$ cat config.mk
export PLATFORM = sky130hd
export DESIGN_NAME = pair_split_merge
export DESIGN_NICKNAME = d
export VERILOG_FILES = /design/src/rtl/hm_pkg.sv /design/src/rtl/hm_pick.sv /design/src/rtl/hm_ctrl.sv /design/src/rtl/pair_split_merge.sv
export SDC_FILE = /design/constraint.sdc
export NUM_CORES = 1
export LEC_CHECK = 0
export ABC_AREA = 1
export BUFFER_PORTS_ARGS = -buffer_cell sky130_fd_sc_hd__buf_2
export CORE_MARGIN = 5
export CORE_UTILIZATION = 35
export CTS_CLUSTER_DIAMETER = 100
export DETAILED_ROUTE_END_ITERATION = 8
export PLACE_DENSITY = 0.61
export SETUP_SLACK_MARGIN = 0.15
export SYNTH_ARGS = -nofsm -noshare
export SYNTH_HDL_FRONTEND = slang
export SYNTH_SLANG_ARGS = --single-unit
$ cat constraint.sdc
create_clock -name clk_i -period 3.2 [get_ports clk_i]
set_input_delay 0.16 -clock clk_i [delete_from_list [all_inputs] [get_ports clk_i]]
set_output_delay 0.16 -clock clk_i [all_outputs]
set_load 0.005 [all_outputs]
$ cat src/rtl/hm_pkg.sv
package hm_pkg;

    typedef enum logic {
        HM_IDLE = 1'b0,
        HM_RUN  = 1'b1
    } hm_state_e;

endpackage

$ cat src/rtl/hm_pick.sv
// Chooses one of two candidate values for a merge step.
// TAKE_LARGER = 0: forward merge, smaller head wins, tie goes to block A.
// TAKE_LARGER = 1: backward merge, larger tail wins, tie goes to block B.
module hm_pick #(
    parameter int W           = 16,
    parameter bit TAKE_LARGER = 1'b0
) (
    input  logic [W-1:0] a_i,
    input  logic [W-1:0] b_i,
    output logic         take_a_o,
    output logic [W-1:0] val_o
);

    generate
        if (TAKE_LARGER) begin : g_large
            always_comb begin
                take_a_o = (a_i > b_i);
            end
        end else begin : g_small
            always_comb begin
                take_a_o = (a_i <= b_i);
            end
        end
    endgenerate

    always_comb begin
        val_o = take_a_o ? a_i : b_i;
    end

endmodule

$ cat src/rtl/hm_ctrl.sv
// Sequencer: idle/run state, step index and done pulse.
module hm_ctrl #(
    parameter int K = 8
) (
    input  logic                          clk_i,
    input  logic                          rst_i,
    input  logic                          start_i,
    output logic                          accept_o,
    output logic                          busy_o,
    output logic [((K > 1) ? $clog2(K) : 1)-1:0] step_o,
    output logic                          done_o
);

    localparam int IW = (K > 1) ? $clog2(K) : 1;
    localparam logic [IW-1:0] LAST = IW'(K - 1);

    typedef struct packed {
        hm_pkg::hm_state_e st;
        logic [IW-1:0]     step;
        logic              done;
    } ctrl_t;

    ctrl_t c_d, c_q;

    always_comb begin
        c_d      = c_q;
        c_d.done = 1'b0;
        accept_o = 1'b0;
        unique case (c_q.st)
            hm_pkg::HM_IDLE: begin
                if (start_i) begin
                    accept_o = 1'b1;
                    c_d.st   = hm_pkg::HM_RUN;
                    c_d.step = '0;
                end
            end
            hm_pkg::HM_RUN: begin
                if (c_q.step == LAST) begin
                    c_d.st   = hm_pkg::HM_IDLE;
                    c_d.done = 1'b1;
                    c_d.step = '0;
                end else begin
                    c_d.step = c_q.step + IW'(1);
                end
            end
            default: c_d.st = hm_pkg::HM_IDLE;
        endcase
    end

    always_ff @(posedge clk_i) begin
        if (rst_i) begin
            c_q <= '{st: hm_pkg::HM_IDLE, step: '0, done: 1'b0};
        end else begin
            c_q <= c_d;
        end
    end

    assign busy_o = (c_q.st == hm_pkg::HM_RUN);
    assign step_o = c_q.step;
    assign done_o = c_q.done;

endmodule

$ cat src/rtl/pair_split_merge.sv
// Merges two sorted K-element blocks and keeps the low half for the lower
// partner and the high half for the upper partner, one element of each per cycle.
module pair_split_merge #(
    parameter int K = 8,
    parameter int W = 16
) (
    input  logic         clk_i,
    input  logic         rst_i,
    input  logic         start_i,
    input  logic [K*W-1:0] lo_blk_i,
    input  logic [K*W-1:0] hi_blk_i,
    output logic [K*W-1:0] lo_res_o,
    output logic [K*W-1:0] hi_res_o,
    output logic         done_o,
    output logic         busy_o
);

    localparam int IW = (K > 1) ? $clog2(K) : 1;
    localparam logic [IW-1:0] LAST = IW'(K - 1);

    typedef struct packed {
        logic [K-1:0][W-1:0] blk_a;   // lower-ranked block
        logic [K-1:0][W-1:0] blk_b;   // higher-ranked block
        logic [K-1:0][W-1:0] res_lo;
        logic [K-1:0][W-1:0] res_hi;
        logic [IW-1:0]       head_a;  // forward pointers
        logic [IW-1:0]       head_b;
        logic [IW-1:0]       used_a;  // elements consumed from the tails
        logic [IW-1:0]       used_b;
    } dp_t;

    dp_t r_d, r_q;

    logic          accept;
    logic          busy;
    logic [IW-1:0] step;
    logic          done;

    logic [W-1:0]  fwd_a, fwd_b, fwd_v;
    logic [W-1:0]  bwd_a, bwd_b, bwd_v;
    logic          fwd_take_a, bwd_take_a;

    logic [K*W-1:0] held_lo_blk;
    logic [K*W-1:0] held_hi_blk;

    hm_ctrl #(.K(K)) u_ctrl (
        .clk_i    (clk_i),
        .rst_i    (rst_i),
        .start_i  (start_i),
        .accept_o (accept),
        .busy_o   (busy),
        .step_o   (step),
        .done_o   (done)
    );

    // Within K steps neither pointer can run past its block, since at most
    // step+1 <= K elements have been taken from the two blocks together.
    always_comb begin
        fwd_a = r_q.blk_a[r_q.head_a];
        fwd_b = r_q.blk_b[r_q.head_b];
        bwd_a = r_q.blk_a[LAST - r_q.used_a];
        bwd_b = r_q.blk_b[LAST - r_q.used_b];
    end

    hm_pick #(.W(W), .TAKE_LARGER(1'b0)) u_fwd (
        .a_i      (fwd_a),
        .b_i      (fwd_b),
        .take_a_o (fwd_take_a),
        .val_o    (fwd_v)
    );

    hm_pick #(.W(W), .TAKE_LARGER(1'b1)) u_bwd (
        .a_i      (bwd_a),
        .b_i      (bwd_b),
        .take_a_o (bwd_take_a),
        .val_o    (bwd_v)
    );

    always_comb begin
        r_d = r_q;
        if (accept) begin
            r_d.blk_a  = lo_blk_i;
            r_d.blk_b  = hi_blk_i;
            r_d.head_a = '0;
            r_d.head_b = '0;
            r_d.used_a = '0;
            r_d.used_b = '0;
        end
        if (busy) begin
            r_d.res_lo[step]        = fwd_v;
            r_d.res_hi[LAST - step] = bwd_v;
            if (fwd_take_a) begin
                r_d.head_a = r_q.head_a + IW'(1);
            end else begin
                r_d.head_b = r_q.head_b + IW'(1);
            end
            if (bwd_take_a) begin
                r_d.used_a = r_q.used_a + IW'(1);
            end else begin
                r_d.used_b = r_q.used_b + IW'(1);
            end
        end
    end

    always_ff @(posedge clk_i) begin
        if (rst_i) begin
            r_q <= '0;
        end else begin
            r_q <= r_d;
        end
    end

    assign held_lo_blk = r_q.blk_a;
    assign held_hi_blk = r_q.blk_b;
    assign lo_res_o    = r_q.res_lo;
    assign hi_res_o    = r_q.res_hi;
    assign done_o      = done;
    assign busy_o      = busy;

endmodule

### Word-level counts from Yosys, hierarchy flattened

Index checks and enable logic that the tools add are counted.

| operators by class | value |
|---|---|
| add/sub/neg operators | 8 |
| $lt $le $gt $ge | 10 |
| equality and inequality tests | 2 |
| muxes and demuxes | 29 |
| bitwise gates (word level) | 1 |
| reduce and logical (&&, ||, !) cells | 3 |

Operators by type and width:

| cell | number |
|---|---|
| $bwmux W128 | 2 |
| $bmux W16 S3 | 4 |
| $mux W16 | 8 |
| $demux W16 S3 | 2 |
| $lt A3 B4 Y1 const B | 6 |
| $mux W12 | 2 |
| $gt A16 B16 Y1 | 1 |
| $le A16 B16 Y1 | 1 |
| $add A3 B1 Y3 const B | 5 |
| $mux W3 | 5 |
| $sub A3 B3 Y3 const A | 3 |
| $pmux W4 S2 | 1 |
| $ge A3 B1 Y1 const B | 2 |
| $mux W1 | 4 |
| $mux W4 | 1 |
| $eq A3 B3 Y1 const B | 1 |
| $logic_and A1 B1 Y1 | 2 |
| $ne A2 B2 Y1 const B | 1 |
| $reduce_or A2 Y1 | 1 |
| $not A1 Y1 | 1 |

| word-level totals | value |
|---|---|
| register bits after elaboration | 529 |
| input port bits | 259 |
| output and inout bits | 258 |
| word-level logic and storage cells | 92 |

### Logic depth before layout (Yosys ltp)

| depth | value |
|---|---|
| word-level depth | 6 |
| depth in mapped cells | 25 |
| mapped depth without buffers | 22 |

### Modules after synthesis

From an unflattened synthesis, not the netlist that was laid out.

| second synthesis, totals | value |
|---|---|
| cells, all modules | 4032 |
| area, all modules | 26917.1 sq um |

Modules (own cells, without submodules):

| module | instances | cells each | area each (sq um) | sequential area each (sq um) |
|---|---|---|---|---|
| pair_split_merge | 1 | 3761 | 25285.5 | 10490.1 |
| hm_pick at u_fwd | 1 | 122 | 708.2 | 0.0 |
| hm_pick at u_bwd | 1 | 123 | 705.7 | 0.0 |
| hm_ctrl | 1 | 26 | 217.7 | 100.1 |

### Worst setup path before layout

No wires, ideal clock.

| path | value |
|---|---|
| path kind | register -> register |
| start | reg r_q[0] (netlist name) |
| end | reg r_q (netlist bit hi_res_o[109]) |
| library setup time | 113 ps |
| arrival | 2458 ps |
| required time | 3087 ps |
| path slack | 629 ps |
| cell stages (with the launch flop) | 21 |
| path buffers | 3 |
| clock period less this slack | 2571 ps |
| path through | dfxtp_1 buf_6 clkbuf_1 o21ai_0 o21ai_1 inv_1 o21ai_1 inv_1 ha_1 nand2_1 inv_1 nand3_1 nor2_1 nand2_1 nand2_4 nand2_2 buf_6 nand2_1 nand2_2 o21ai_1 inv_1 |

| on the way | value |
|---|---|
| longest elaborated chain between the ends | 6 |

Ends and longest elaborated chain:

| item | line | RTL |
|---|---|---|
| start: declaration | pair_split_merge.sv:32 | `dp_t r_d, r_q;` |
| start signal: assignment | pair_split_merge.sv:109 | `r_q <= r_d;` |
| $sub A3 B3 Y3 * | pair_split_merge.sv:62 | `bwd_b = r_q.blk_b[LAST - r_q.used_b];` |
| $bmux W16 S3 * | pair_split_merge.sv:62 |  |
| $mux W16 (implied by the code) * | pair_split_merge.sv:62 |  |
| $gt A16 B16 Y1 | hm_pick.sv:17 | `take_a_o = (a_i > b_i);` |
| $mux W16 * | hm_pick.sv:27 | `val_o = take_a_o ? a_i : b_i;` |
| $bwmux W128 * | pair_split_merge.sv:91 | `r_d.res_hi[LAST - step] = bwd_v;` |

Mark *: on every way between the ends. The rest lies on a longest branch, timed or not. The select of a mux whose other input is x is not followed.
A chain may end at the register's enable or synchronous reset.

### Worst setup path in the final report

| path | value |
|---|---|
| start | reg r_q[0] (netlist name) |
| end | reg r_q (netlist bit hi_res_o[82]) |

The elaborated chain is that of the path after synthesis.

==> metrics.md <==
| Metric | Value |
|---|---|
| Gr usage total | `0.219` |
| Peak VDD IR | `0.000593 V` |
| Part of the power in the clock network | `0.300` |
| Worst-path fanout max | `19` |
| Post-Synthesis Cells | `3981` |
| Chip Width | `291 um` |
| Power per cell area | `682 nW/um^2` |
| FP Rows | `102` |
| Io pins | `517` |
| DRT Pass-1 Iters | `6` |
| Post-route DRC violation count | `0` |
| First-pass GRT wire length | `148000 um` |
| Commonest non-fill, non-tap cells in the layout | `722 x inv_1, 535 x a21oi_1, 522 x dfxtp_1, 515 x buf_2, 442 x o21ai_0` |
| Seq cells post-synth | `529` |
| Net Sw Frac | `0.397` |
| # clock sinks | `529` |
| CTS tree | `done` |
| Initial core utilization | `0.354` |
| Sequential power share | `0.297` |
| # port buffers | `between 500 and 600` |
| Ys async rst share | `0` |
| HP Class | `in -> reg` |
| Status | `finished clean` |
| Root Buffer | `clkbuf_16` |
| Worst-margin pin slew | `about 1.1 ns` |
| Internal power | `14.7 mW` |
| CTS Buffer Depth | `3` |
| Hold_ws | `between 0.2 and 0.3 ns` |
| Max-slew violations | `0` |
| Post-Synthesis Cell Area | `approximately 28000 um^2` |
| Cell count along the critical path | `20` |
| Synth top area cells | `dfxtp_1 38%, a21oi_1 9.9%, inv_1 9.9%` |
| Synth top area share | `0.385` |
| Max-slew headroom | `0.258` |
| HPWL Detailed | `68500 um` |
| Crit path cell chain | `clkbuf_16, o21ai_0, o21ai_1, inv_1, o21ai_2, buf_6, inv_1, ha_1, nand2_1, nand2_1, nand2_1, a21oi_2, nor2_2, nand2_4, nand2_8, buf_4, nand2_4, nand2_8, o21ai_2, inv_1` |
| Share of post-route cells with drive strength above 1 | `0.226` |
| Placed cell count | `5115` |
| Antenna violations before repair | `3` |
| CP Capture Type | `flop` |
| Period utilization | `0.934` |
| Fin cells | `5515` |
| Power, Total | `about 24 mW` |
| Gr ovfl total | `0` |
| Post-synthesis sequential area ratio | `0.385` |
| Final setup viols | `0` |
| GPL Wtd Cong | `between 0.8 and 0.9` |
| Final wirelength | `roughly 100000 um` |
| Sw power | `just under 10 mW` |
| R2R cell count | `20` |
| DR WL/cell | `between 15 and 20 um` |
| Num CTS Buffers | `61` |
| Post-synth EDFFs | `0` |
| Top delay family on crit path | `compound AO/OA/AOI/OAI gates` |
| Worst Path Buf+Inv | `6` |
| Crit path DAT | `3.50 ns` |
| Post-layout util | `0.460` |
| Footprint of the multi-input gates | `12100 um^2` |
| RSZ-0062 raised after global routing | `true` |
| Final hold vios | `0` |
| Yosys warnings | `0` |
| H-tree Lvls | `2` |
| Logic pwr share | `0.403` |
| Fill cell count | `between 7000 and 8000` |
| CP max-delay cell | `dfxtp_4` |
| Crit path required time | `~3.7 ns` |
| Min-Delay Path Depth | `4` |
| Max-cap violations | `0` |
| Core Region | `slightly below 80000 um^2` |
| Post-Route Skew | `slightly below 0.04 ns` |
| Nets | `4721` |
| Number of global-route vias before repair | `roughly 24000` |
| Post-synthesis cell type count | `36` |
| Startpoint types | `flop` |
| Yosys top cell by area | `dfxtp_1` |
| Minimum clock period | `2.99 ns` |
| Area Growth Syn to Fin | `29.7%` |
| Max Clock Freq | `335 MHz` |
| Register area | `between 10000 and 15000 um^2` |
| Post-DR vias/cell | `4.88` |
| Setup total negative slack | `0 ns` |
| Via count | `26887` |
| Clk pin slew, worst setup/hold paths | `0.06 ns` |
| Mapped Avg Cell Area | `6.92 um^2` |
| Syn Nets | `4278` |
| Ys flop type | `dfxtp_1` |
| Max incr delay on CP | `0.44 ns` |
| Clk Latency, worst-skew pair | `approximately 0.64 ns` |
| Post-route antenna net violation count | `0` |
| Largest net degree at the start of global routing | `209` |
| Die H | `around 290 um` |
| Starting DRT DRC Count | `2532` |
| Most common cell after layout, fill and taps aside | `inv_1` |
| Crit path kind | `reg -> reg` |
| Die ar. | `84400 um^2` |
| Pleak | `17.0 nW` |
==> logic make-up (layout without fill, tap and decap cells) <==
kind of cell / count (synthesis) / count (layout) / share of synthesized area
compound gates: 1410 / 1410 / 0.265
buf+inv: 1259 / 1751 / 0.218
other cells: 0 / 1 / 0
xor+xnor: 4 / 4 / 0.00127
simple gates: 741 / 742 / 0.114
flops: 529 / 529 / 0.385
fa+ha+maj: 38 / 38 / 0.0173
==> worst paths after layout <==
check                                startpoint              end  slack [ns]
worst max register to register           r_q[0]     hi_res_o[82]        0.21
worst min register to register  held_hi_blk[70]  held_hi_blk[70]        0.47
worst max-delay path                     r_q[0]     hi_res_o[82]        0.21
worst min-delay path               hi_blk_i[63]  held_hi_blk[63]        0.28
==> stage by stage <==
step | setup WS, ns | cell area, um^2
after CTS | 0.140 | 34200
after global routing | 0.0702 | 35700
after detailed placement | 0.000901 | 29400
after floorplan | 0.629 | 27500
after global placement | -0.0691 | 29400
final | 0.211 | 35700
==> registers in the layout (all words and copies together) (netlist names) <==
signal,cells
held_hi_blk,128
held_lo_blk,128
hi_res_o,128
lo_res_o,128
r_q,12
u_ctrl.step_o,3
u_ctrl.busy_o,1
u_ctrl.done_o,1
==> cells in the mapped netlist (28+ instances only) <==
cell	n
ha_1	38
nand2_1	262
clkbuf_1	160
nand3_1	89
nor2_1	320
o211ai_1	63
inv_1	725
buf_4	264
o21ai_1	309
buf_2	58
buf_6	28
nand2_2	33
o21ai_0	461
a21oi_1	546
dfxtp_1	529
==> layer usage <==
metal | GRT usage | up-vias | wire [um]
met2 | 0.359 | 1059 | 46500
li1 | - | 13386 | -
met3 | 0.0320 | 216 | 6730
met4 | 0.0872 | 2 | 4670
met1 | 0.293 | 12224 | 43400
met5 | 0 | - | 13
==> repair_timing <==
action / CTS / global route
hold buffers: 258 / 0
cloned: 0 / 13
setup endpoints to repair: 203 / 268
pin swaps: 4 / 44
setup buffers: 0 / 15
resized for setup: 28 / 269
hold endpoints to repair: 284 / 0
==> tightest hold or removal path: stages <==
cell and delay (ns):
dlygate4sd3_1 0.52, buf_2 0.10, nor2_1 0.04, nor2_1 0.08
==> power by group through the flow <==
stage	Clock, mW	Combinational, mW	Sequential [mW]
floorplan	0	4.61	7.25
global placement	0	7.47	7.37
detailed placement	0	7.53	7.37
CTS	7.46	8.00	7.23
global route	7.71	10.6	7.28
finish	7.31	9.82	7.25
==> cell type report <==
type / count / area share
multi-input combinational: 2194 / 0.338
antenna: 1 / 0.0000700
tap: 1040 / 0.0364
clock buffer: 86 / 0.0499
clock inverter: 27 / 0.00960
inverter: 734 / 0.0781
timing repair buffer: 904 / 0.191
sequential: 529 / 0.297
Note: power is estimated with default switching activity, not from simulation.
